**src/rtl/uwire_pkg.sv**
```systemverilog
package uwire_pkg;
  localparam int ADDR_W  = 7;
  localparam int DATA_W  = 16;
  localparam int OP_W    = 2;
  localparam int CMD_W   = 1 + OP_W + ADDR_W;   // start + opcode + address
  localparam int FRAME_W = CMD_W + DATA_W;      // longest frame
  localparam int CNT_W   = $clog2(FRAME_W + 1);

  localparam logic [OP_W-1:0] OP_RD  = 2'b10;
  localparam logic [OP_W-1:0] OP_WR  = 2'b01;
  localparam logic [OP_W-1:0] OP_EXT = 2'b00;

  typedef enum logic [1:0] {K_EWEN, K_READ, K_WRITE} cmd_kind_e;
  typedef enum logic [1:0] {S_IDLE, S_SHIFT, S_GAP, S_POLL} phase_e;

  // Frame left-justified: bit FRAME_W-1 goes out first.
  function automatic logic [FRAME_W-1:0] build_frame(cmd_kind_e k,
                                                     logic [ADDR_W-1:0] a,
                                                     logic [DATA_W-1:0] d);
    logic [FRAME_W-1:0] f;
    case (k)
      K_READ:  f = {1'b1, OP_RD, a, {DATA_W{1'b0}}};
      K_WRITE: f = {1'b1, OP_WR, a, d};
      default: f = {1'b1, OP_EXT, 2'b11, {(ADDR_W-2){1'b0}}, {DATA_W{1'b0}}};
    endcase
    return f;
  endfunction

  // Number of rising serial-clock edges in a frame of this kind.
  function automatic logic [CNT_W-1:0] frame_rises(cmd_kind_e k);
    return (k == K_EWEN) ? CNT_W'(CMD_W) : CNT_W'(FRAME_W);
  endfunction

  // Zero-based rise index at which a read captures a data bit.
  function automatic logic capture_rise(cmd_kind_e k, logic [CNT_W-1:0] idx);
    return (k == K_READ) && (idx >= CNT_W'(CMD_W));
  endfunction
endpackage

```
**src/rtl/uwire_sk_gen.sv**
```systemverilog
module uwire_sk_gen #(
  parameter int HALF_CYC = 4
) (
  input  logic clk,
  input  logic rst_n,
  input  logic en,
  output logic sk,
  output logic rise_evt,
  output logic fall_evt
);
  localparam int HW = (HALF_CYC > 1) ? $clog2(HALF_CYC) : 1;
  logic [HW-1:0] cnt;
  logic term;

  assign term     = en && (cnt == HW'(HALF_CYC - 1));
  assign rise_evt = term && !sk;
  assign fall_evt = term && sk;

  always_ff @(posedge clk or negedge rst_n) begin
    if (!rst_n) begin
      cnt <= '0;
      sk  <= 1'b0;
    end else if (!en) begin
      cnt <= '0;
      sk  <= 1'b0;
    end else if (term) begin
      cnt <= '0;
      sk  <= ~sk;
    end else begin
      cnt <= cnt + 1'b1;
    end
  end

  a_r2_edges_exclusive: assert property (@(posedge clk) disable iff (!rst_n)
    !(rise_evt && fall_evt));
  a_r2_no_clock_when_off: assert property (@(posedge clk) disable iff (!rst_n)
    !$past(en) |-> !sk);
endmodule

```
**src/rtl/uwire_wait_timer.sv**
```systemverilog
module uwire_wait_timer #(
  parameter int LIMIT = 10
) (
  input  logic clk,
  input  logic rst_n,
  input  logic run,
  output logic done
);
  localparam int CW = $clog2(LIMIT + 1);
  logic [CW-1:0] cnt;

  assign done = run && (cnt == CW'(LIMIT - 1));

  always_ff @(posedge clk or negedge rst_n) begin
    if (!rst_n)     cnt <= '0;
    else if (!run)  cnt <= '0;
    else if (!done) cnt <= cnt + 1'b1;
  end

  a_r6_count_bounded: assert property (@(posedge clk) disable iff (!rst_n)
    cnt <= CW'(LIMIT - 1));
endmodule

```
**src/rtl/uwire_shift_unit.sv**
```systemverilog
module uwire_shift_unit
  import uwire_pkg::*;
(
  input  logic               clk,
  input  logic               rst_n,
  input  logic               load,
  input  logic [FRAME_W-1:0] load_val,
  input  logic               shift_en,
  input  logic               cap_en,
  input  logic               cap_bit,
  output logic               next_bit,
  output logic [DATA_W-1:0]  cap_word
);
  logic [FRAME_W-1:0] shreg;

  assign next_bit = shreg[FRAME_W-2];

  always_ff @(posedge clk or negedge rst_n) begin
    if (!rst_n) begin
      shreg    <= '0;
      cap_word <= '0;
    end else begin
      if (load)          shreg <= load_val;
      else if (shift_en) shreg <= {shreg[FRAME_W-2:0], 1'b0};
      if (cap_en)        cap_word <= {cap_word[DATA_W-2:0], cap_bit};
    end
  end

  a_r4_no_capture_on_load: assert property (@(posedge clk) disable iff (!rst_n)
    !(load && cap_en));
endmodule

```
**src/rtl/uwire_eeprom_ctrl.sv**
```systemverilog
module uwire_eeprom_ctrl
  import uwire_pkg::*;
#(
  parameter int SK_HALF_CYC    = 4,
  parameter int CS_GAP_CYC     = 10,
  parameter int POLL_LIMIT_CYC = 500000
) (
  input  logic              clk,
  input  logic              rst_n,
  input  logic              req_valid_i,
  output logic              req_ready_o,
  input  logic              req_write_i,
  input  logic [ADDR_W-1:0] req_addr_i,
  input  logic [DATA_W-1:0] req_wdata_i,
  output logic              rd_valid_o,
  output logic [DATA_W-1:0] rd_data_o,
  output logic              busy_timeout_o,
  output logic              eep_cs_o,
  output logic              eep_sk_o,
  output logic              eep_di_o,
  input  logic              eep_do_i
);
  phase_e            state;
  cmd_kind_e         kind;
  logic [CNT_W-1:0]  rise_idx;
  logic              tail, init_done, poll_pend;
  logic              cs_q, di_q;

  // Named internal events
  logic in_shift, in_gap, in_poll;
  logic rise_evt, fall_evt, gap_done, poll_expired;
  logic accept, start_frame, frame_end, last_rise, cap_now;
  logic poll_ready, poll_fail, next_bit;
  cmd_kind_e          next_kind;
  logic [FRAME_W-1:0] load_val;
  logic [DATA_W-1:0]  cap_word;

  assign in_shift = (state == S_SHIFT);
  assign in_gap   = (state == S_GAP);
  assign in_poll  = (state == S_POLL);

  assign req_ready_o = (state == S_IDLE) && init_done;
  assign accept      = req_valid_i && req_ready_o;
  assign next_kind   = !init_done ? K_EWEN : (req_write_i ? K_WRITE : K_READ);
  assign load_val    = build_frame(next_kind, req_addr_i, req_wdata_i);
  assign start_frame = accept || (in_gap && gap_done && !poll_pend && !init_done);

  assign last_rise  = in_shift && rise_evt && (rise_idx == frame_rises(kind) - 1'b1);
  assign frame_end  = in_shift && fall_evt && tail;
  assign cap_now    = in_shift && rise_evt && capture_rise(kind, rise_idx);
  assign poll_ready = in_poll && eep_do_i;
  assign poll_fail  = in_poll && !eep_do_i && poll_expired;

  assign eep_cs_o = cs_q;
  assign eep_di_o = di_q;

  uwire_sk_gen #(.HALF_CYC(SK_HALF_CYC)) sk_gen_i (
    .clk(clk), .rst_n(rst_n), .en(in_shift),
    .sk(eep_sk_o), .rise_evt(rise_evt), .fall_evt(fall_evt));

  uwire_wait_timer #(.LIMIT(CS_GAP_CYC)) gap_tmr_i (
    .clk(clk), .rst_n(rst_n), .run(in_gap), .done(gap_done));

  uwire_wait_timer #(.LIMIT(POLL_LIMIT_CYC)) poll_tmr_i (
    .clk(clk), .rst_n(rst_n), .run(in_poll), .done(poll_expired));

  uwire_shift_unit shift_i (
    .clk(clk), .rst_n(rst_n), .load(start_frame), .load_val(load_val),
    .shift_en(in_shift && fall_evt), .cap_en(cap_now), .cap_bit(eep_do_i),
    .next_bit(next_bit), .cap_word(cap_word));

  always_ff @(posedge clk or negedge rst_n) begin
    if (!rst_n) begin
      state          <= S_GAP;
      kind           <= K_EWEN;
      rise_idx       <= '0;
      tail           <= 1'b0;
      init_done      <= 1'b0;
      poll_pend      <= 1'b0;
      cs_q           <= 1'b0;
      rd_valid_o     <= 1'b0;
      rd_data_o      <= '0;
      busy_timeout_o <= 1'b0;
    end else begin
      rd_valid_o <= 1'b0;
      if (start_frame) begin
        state    <= S_SHIFT;
        kind     <= next_kind;
        rise_idx <= '0;
        tail     <= 1'b0;
        cs_q     <= 1'b1;
        if (accept) busy_timeout_o <= 1'b0;
      end else begin
        case (state)
          S_SHIFT: begin
            if (rise_evt) rise_idx <= rise_idx + 1'b1;
            if (last_rise) tail <= 1'b1;
            if (frame_end) begin
              state     <= S_GAP;
              cs_q      <= 1'b0;
              poll_pend <= (kind == K_WRITE);
              if (kind == K_EWEN) init_done <= 1'b1;
              if (kind == K_READ) begin
                rd_valid_o <= 1'b1;
                rd_data_o  <= cap_word;
              end
            end
          end
          S_GAP: begin
            if (gap_done) begin
              if (poll_pend) begin
                state <= S_POLL;
                cs_q  <= 1'b1;
              end else begin
                state <= S_IDLE;
              end
            end
          end
          S_POLL: begin
            if (poll_ready || poll_fail) begin
              state     <= S_GAP;
              cs_q      <= 1'b0;
              poll_pend <= 1'b0;
            end
            if (poll_fail) busy_timeout_o <= 1'b1;
          end
          default: ;
        endcase
      end
    end
  end

  always_ff @(posedge clk or negedge rst_n) begin
    if (!rst_n)                           di_q <= 1'b0;
    else if (start_frame)                 di_q <= load_val[FRAME_W-1];
    else if (in_shift && fall_evt && !tail) di_q <= next_bit;
    else if (frame_end || !in_shift)      di_q <= 1'b0;
  end

  // ---------------- assertions ----------------
  localparam int GW = $clog2(CS_GAP_CYC + 2);
  logic [GW-1:0]    cs_low_run;
  logic [CNT_W-1:0] sk_rise_run;
  logic             sk_prev;

  always_ff @(posedge clk or negedge rst_n) begin
    if (!rst_n) begin
      cs_low_run  <= '0;
      sk_rise_run <= '0;
      sk_prev     <= 1'b0;
    end else begin
      sk_prev <= eep_sk_o;
      if (eep_cs_o) cs_low_run <= '0;
      else if (cs_low_run < GW'(CS_GAP_CYC)) cs_low_run <= cs_low_run + 1'b1;
      if (!eep_cs_o) sk_rise_run <= '0;
      else if (eep_sk_o && !sk_prev) sk_rise_run <= sk_rise_run + 1'b1;
    end
  end

  a_r1_idle_lines: assert property (@(posedge clk) disable iff (!rst_n)
    !init_done |-> !req_ready_o && !rd_valid_o);
  a_r2_sk_needs_cs: assert property (@(posedge clk) disable iff (!rst_n)
    eep_sk_o |-> eep_cs_o);
  a_r2_di_steady_high: assert property (@(posedge clk) disable iff (!rst_n)
    eep_sk_o && $past(eep_sk_o) |-> $stable(eep_di_o));
  a_r3_frame_length: assert property (@(posedge clk) disable iff (!rst_n)
    $fell(eep_cs_o) |-> (sk_rise_run == '0) || (sk_rise_run == CNT_W'(CMD_W))
                        || (sk_rise_run == CNT_W'(FRAME_W)));
  a_r4_rd_valid_at_cs_fall: assert property (@(posedge clk) disable iff (!rst_n)
    rd_valid_o |-> $fell(eep_cs_o));
  a_r6_cs_low_min: assert property (@(posedge clk) disable iff (!rst_n)
    $rose(eep_cs_o) |-> cs_low_run >= GW'(CS_GAP_CYC));
  a_r7_poll_lines: assert property (@(posedge clk) disable iff (!rst_n)
    in_poll |-> eep_cs_o && !eep_di_o && !eep_sk_o);
  a_r8_cs_blocks_ready: assert property (@(posedge clk) disable iff (!rst_n)
    eep_cs_o |-> !req_ready_o);
  a_r9_timeout_from_poll: assert property (@(posedge clk) disable iff (!rst_n)
    $rose(busy_timeout_o) |-> $past(in_poll) && !$past(eep_do_i));
endmodule

```
**config.mk**
```make
export PLATFORM = sky130hd
export DESIGN_NAME = uwire_eeprom_ctrl
export DESIGN_NICKNAME = d
export VERILOG_FILES = /design/src/rtl/uwire_pkg.sv /design/src/rtl/uwire_sk_gen.sv /design/src/rtl/uwire_wait_timer.sv /design/src/rtl/uwire_shift_unit.sv /design/src/rtl/uwire_eeprom_ctrl.sv
export SDC_FILE = /design/constraint.sdc
export NUM_CORES = 1
export LEC_CHECK = 0
export BUFFER_PORTS_ARGS = -buffer_cell sky130_fd_sc_hd__buf_2
export CAP_MARGIN = 20
export CORE_MARGIN = 4
export CORE_UTILIZATION = 33
export CTS_CLUSTER_DIAMETER = 80
export DETAILED_ROUTE_END_ITERATION = 8
export GPL_TIMING_DRIVEN = 0
export PLACE_DENSITY = 0.58
export SYNTH_ARGS = -nofsm -noshare
export SYNTH_HDL_FRONTEND = slang
export SYNTH_SLANG_ARGS = --single-unit
```
**constraint.sdc**
```tcl
create_clock -name clk -period 1.9 [get_ports clk]
set_clock_uncertainty 0.05 [all_clocks]
set_input_delay 0.19 -clock clk [delete_from_list [all_inputs] [get_ports clk]]
set_output_delay 0.19 -clock clk [all_outputs]
set_load 0.005 [all_outputs]
```
==> flow_summary.ini, run 1 <==
[synth]
syn_area_per_cell_um2 = 11.2
syn_area_um2 = 4520
ys_async_sr_fraction_pct = 100
synth_cell_types = 59
synth_edf_count = 0
ys_ff_latch = 99
synthCells = 404
synth_ff_type = dfrtp_1
syn-num-nets = 439
yosysSeqAreaShare_pct = 54.8
yosysWarnings = 0

[global_routing]
grt_util_all_layers_pct = 12.7
antenna_found_initial = 0
grt_pass1_vias = 3217
grt_overflow = 0
grt_max_degree = 66
grt_pass1_wl_um = 16600

[floorplan]
ios = 50
die_w_um = 125
die_h_um = 125
rows = 42
core_area_um2 = 13300
die_area_um2 = 15600
start_util_pct = 33.9

[route]
wl_per_cell_um = 14.9
final_antenna_net_count = 0
dr.pass1.iters = 5
route.vias.total = 3400
viasPerCell = 5.09
drtIter0Drc = 187
post-route-drc-count = 0
finalWirelength_um = 9920

[run_status]
status = complete, no violations

[clock_network]
clkLatencyLatePin_ns = 0.34
clock-sinks = 99
root_buffer = clkbuf_16
clk_pin_slew_worst_paths_ns = 0.07
htree_levels = 3
clk_path_buf_depth = 2
numCtsBuffers = 9
cts_tree = built

[place]
io_buffers = 49
gp_congestion = 0.778
hpwl_um = 6750
dp_cells = 630

[final_layout]
fillerInstances = 1305
diodes = 0
layout-drive-gt1-share_pct = 32.1
finalNetCount = 522
area_delta_synth_final_pct = 26.4
final_util_pct = 42.8
stdcell_count = 668

[min_path]
hp-class = in2reg
hold_depth = 3

[timing]
hold_violations = 0
finalSetupViolCount = 0
maxSlewViolCount = 0
rsz0062_at_grt = true
finalCritPeriodShare_pct = 98.1
slew_headroom_pct = 63.1
worst_slew_pin_slew_ns = 0.548
finalCriticalPeriod_ns = 1.86
fmax_mhz = 537

[critical_path]
critical_path_class = reg2reg
r2r.worst_path.cells = 5
cp.required_ns = 2.13
worst-path-max-fanout = 5
crit_slowest_cell = or4_4
max_stage_delay_ns = 0.52
path_cells = buf_4 -> nand4_1 -> or4_4 -> or4_1 -> nand2_1
arrival_ns = 2.09
critPathLaunchType = flop
endpoint_kind = flop

[flow_run]
cap_viol_max_count = 0

[power]
power.density_nw_per_um2 = 713
ir_drop_v = 0.000377
p_leak_nw = 2.63
==> cells by family (layout without fill, tap and decap cells) <==
group                      Yosys count  in the layout  share of synthesized area (%)
buffers and inverters               29            117                           2.74
xor gates and xnor gates            15             15                           2.90
AOI/OAI and AO/OA                   85             85                           13.2
muxes                               36             36                           8.82
and+or+nand+nor                    133            133                           15.7
adders and majority gates            7              7                           1.94
DFF                                 99             99                           54.8
==> critical path: cells and delay by family, from the launching register on <==
kind	cells	cell delay (ns)
buffers and inverters	1	0.14
flip-flops	1	0.40
AND/OR/NAND/NOR	4	1.20
==> path summary, 6_finish.rpt <==
kind / start / endpoint / slack [ns]
worst max-delay path: poll_tmr_i.cnt[1] / poll_tmr_i.cnt[15] / 0.04
worst min-delay path: req_addr_i[4] / shift_i.shreg[20] / 0.02
worst max register to register: poll_tmr_i.cnt[1] / poll_tmr_i.cnt[15] / 0.04
worst min register to register: sk_gen_i.cnt[0] / sk_gen_i.cnt[0] / 0.45
max in group asynchronous: rst_n / state[1] / 0.78
min in group asynchronous: rst_n / shift_i.shreg[5] / 0.31
==> layout make-up <==
type                    instances  area, um2  share of cell area [%]
well taps                     176        220                    3.85
multi-input cells             276       2080                    36.3
repair buffers                 76        488                    8.53
clock inverters                 6       71.3                    1.25
flip-flops and latches         99       2480                    43.4
inverters                      12       45.0                   0.788
plain buffers                  13       95.1                    1.66
clock buffers                  10        239                    4.18
==> routing by layer <==
metal	share of wire (%)	up-vias	global-route usage, %
met5	0	-	0
met4	0.92	0	2.68
met3	5.0	7	3.92
met2	47	78	20.0
met1	47	1688	17.3
li1	-	1627	-
==> cell usage after synthesis (4+ instances only) <==
master     count  area, um2
dfrtp_1       98       2450
nand2_1       42        158
mux2_2        31        349
o21ai_0       29        145
nor2_1        28        105
a2bb2oi_1     16        140
inv_1         12       45.0
a21oi_1        9       45.0
clkbuf_1       9       33.8
nor3_1         9       45.0
xnor2_1        8       70.1
ha_1           7       87.6
nand3_1        7       35.0
xor2_1         7       61.3
buf_2          6       30.0
nand4_1        6       37.5
mux2i_1        5       50.1
nand2b_1       5       31.3
a31oi_1        4       25.0
nor3b_1        4       30.0
==> report_power, final <==
part,leakage [nW],switching (W),total [W],internal [W]
Clock,0.151,0.000814,0.00189,0.00107
Combinational,1.19,0.0000525,0.0000849,0.0000324
Sequential,1.29,0,0.00211,0.00211
==> registers in the layout, summed over array words and instances, names as in the netlist, 2 cells and up <==
signal / count
shift_i.shreg: 25
poll_tmr_i.cnt: 19
rd_data_o: 16
shift_i.cap_word: 16
rise_idx: 5
gap_tmr_i.cnt: 4
kind: 2
sk_gen_i.cnt: 2
state: 2
==> stage by stage <==
stage	setup slack, ns	TNS [ns]	hold WS, ns	total power (W)	instance area, um2
after detailed placement	-0.262	-8.04	0.139	0.00223	5030
after CTS	-0.00893	-0.0411	0.00801	0.00414	5500
after global routing	-0.0275	-0.132	0.0214	0.00425	5720
final	0.0368	0	0.0166	0.00408	5720
after floorplan	0.0101	0	-0.156	0.00215	4540
after global placement	-0.470	-52.05	0.351	0.00222	5000
==> cell usage in the layout (no fill, tap or decap), drive strengths merged, types with 9 or more instances in the layout <==
cell and instances:
nor3 9, dfrtp 98, buf 80, clkbuf 15, mux2 31, a2bb2oi 16, inv 14, nor2 28
nand2 43, a21oi 9, o21ai 29
==> timing repair <==
action	4_1_cts	5_1_grt
endpoints found under the setup margin	55	51
setup buffers	7	14
endpoints found under the hold margin	37	0
gates resized for setup	18	36
hold buffers	4	0
pin swaps	2	4
cloned	0	1
(Power assumes the default switching activity.)
==> run 2: changes to the inputs <==
--- a/config.mk
+++ b/config.mk
@@ -5,6 +5,7 @@
 export SDC_FILE = /design/constraint.sdc
 export NUM_CORES = 1
 export LEC_CHECK = 0
+export ABC_AREA = 1
 export BUFFER_PORTS_ARGS = -buffer_cell sky130_fd_sc_hd__buf_2
 export CAP_MARGIN = 20
 export CORE_MARGIN = 4
==> run 2 against run 1 <==
Net effect:
- power fell by 2.6%
- maximum frequency rose by 4.9%
- register-to-register slack better by 0.09 ns
- hold slack gained 0.027 ns
- via count is 14% higher
- setup slack gained 0.087 ns
- sequential power hardly changed
- critical endpoint is now rd_data_o[11]
==> flow_summary.ini, run 2 <==
[timing]
worst_slew_pin_slew_ns = 0.530
finalSetupViolCount = 0
setup_ws_ns = 0.124
slew_headroom_pct = 64.6
hold_violations = 0
maxSlewViolCount = 0
whs_ns = 0.0433
fmax_mhz = 563
finalCriticalPeriod_ns = 1.78
finalCritPeriodShare_pct = 93.5

[critical_path]
critPathLaunchType = flop
arrival_ns = 1.97
worst-path-max-fanout = 10
cp.required_ns = 2.09
endpoint_kind = flop
critical_path_class = reg2reg

[floorplan]
die_h_um = 129
ios = 50
start_util_pct = 34.2
core_area_um2 = 14100
die_area_um2 = 16600
rows = 43
die_w_um = 129

[final_layout]
area_delta_synth_final_pct = 18.8
layout_commonest_cell = inv_1
design_area_um2 = 5720
diodes = 0
finalNetCount = 678
largest_register = shift_i.shreg
fillerInstances = 1440
largest_reg_flops = 25
layout-drive-gt1-share_pct = 19.9
stdcell_count = 828
top_regs = shift_i.shreg x25, poll_tmr_i.cnt x19
final_cell_mix = inv_1, nand2_1, dfrtp_1, buf_2, nor2_1

[route]
final_antenna_net_count = 0
route.vias.total = 3863
wl_per_cell_um = 12.7
post-route-drc-count = 0
finalWirelength_um = 10500
dr.pass1.iters = 4
viasPerCell = 4.67
drtIter0Drc = 171

[synth]
yosysWarnings = 0
yosys-top-cells-count = inv_1, nand2_1, dfrtp_1
synth_top_area_share_pct = 50.9
ys_ff_latch = 99
syn-num-nets = 610
synth_cell_types = 37
synth_top_area_cell = dfrtp_1
synth_top_cells_by_area = dfrtp_1, inv_1, nand2_1
ys_async_sr_fraction_pct = 100
syn_area_per_cell_um2 = 8.38
syn_area_um2 = 4820
synth_ff_type = dfrtp_1
yosysSeqAreaShare_pct = 51.5
synthCells = 575
synth_edf_count = 0
yosysMostFrequentCell = inv_1

[place]
io_buffers = 48
gp_congestion = 0.816
post-place-ws_ns = -0.0142
hpwl_um = 7450
placed_cell_area_um2 = 5310
dp_cells = 804

[power]
ir_drop_v = 0.000345
power.density_nw_per_um2 = 694
p_leak_nw = 2.98

[clock_network]
clk_path_buf_depth = 2
clk_pin_slew_worst_paths_ns = 0.07
numCtsBuffers = 9
root_buffer = clkbuf_16
clkLatencyLatePin_ns = 0.35
cts_tree = built
clock-sinks = 99
htree_levels = 3

[global_routing]
grt_overflow = 0
antenna_found_initial = 0
grt_pass1_wl_um = 18400
grt_max_degree = 67
grt_pass1_vias = 3878
grt_util_all_layers_pct = 13.6

[flow_run]
cap_viol_max_count = 0

[run_status]
status = complete, no violations

[min_path]
hp-class = in2reg
## run 2: worst paths after layout
check                                 from                end  slack (ns)  depth (start not counted)
max in group asynchronous            rst_n       rd_data_o[3]        0.83                          3
setup reg to reg                  state[1]      rd_data_o[11]        0.12                         10
setup / recovery                  state[1]      rd_data_o[11]        0.12                         10
hold / removal               req_addr_i[5]  shift_i.shreg[21]        0.04                          3
min in group asynchronous            rst_n   shift_i.shreg[4]        0.30                          2
hold reg to reg            sk_gen_i.cnt[0]    sk_gen_i.cnt[0]        0.38                          1
## run 2: final cells by class
| class | count | area [um2] | area share (%) |
|---|---|---|---|
| clock buffer | 9 | 225 | 3.94 |
| tap | 180 | 225 | 3.94 |
| timing repair buffer | 57 | 333 | 5.82 |
| sequential | 99 | 2480 | 43.3 |
| multi-input combinational | 338 | 1830 | 32.0 |
| clock inverter | 7 | 61.3 | 1.07 |
| inverter | 122 | 458 | 8.00 |
| buffer | 16 | 109 | 1.90 |
## run 2: cells by family after synthesis
kind of cell,share of synthesized area [%]
and+or+nand+nor,19.9
buffers and inverters,11.5
AOI/OAI and AO/OA,14.2
DFF,51.5
adders and majority gates,1.82
xor gates and xnor gates,1.09
## run 2: worst max-delay path: stages (launching register included)
cell	delay (ns)
dfstp_2	0.41
buf_4	0.15
nor2_4	0.18
nand2_2	0.11
nor2_8	0.16
nand2_2	0.11
nor2_4	0.13
inv_2	0.08
buf_6	0.15
nand2_1	0.07
o21ai_2	0.05
## run 2: layer usage
metal / wire [um] / share of wire (%) / global-route usage, %
met3: 242 / 2.3 / 2.62
met2: 5060 / 48 / 21.8
met4: 165 / 1.6 / 5.31
met5: 0 / 0 / 0
met1: 5020 / 48 / 18.3
## run 2: what timing repair did
item / 4_1_cts / 5_1_grt
setup buffers: 0 / 7
gates resized for setup: 2 / 23
hold endpoints to repair: 32 / 0
pin swaps: 0 / 2
hold buffers: 1 / 0
cloned: 0 / 0
setup endpoints to repair: 3 / 46
## run 2: where the power goes
group | switching (W) | internal, W | leakage [nW]
combinational | 0.0000620 | 0.0000311 | 1.49
sequential | 0.000000832 | 0.00211 | 1.36
clock | 0.000859 | 0.000911 | 0.135
total | 0.000921 | 0.00305 | 2.98
## run 2: metrics by stage
stage | util (%) | total power [W] | setup TNS (ns)
3_5_place_dp | 37.7 | 0.00225 | -0.0142
3_3_place_gp | 37.5 | 0.00224 | -44.16
5_1_grt | 40.6 | 0.00415 | -0.0000795
2_1_floorplan | - | 0.00216 | 0
6_report | 40.6 | 0.00397 | 0
4_1_cts | 39.8 | 0.00404 | 0
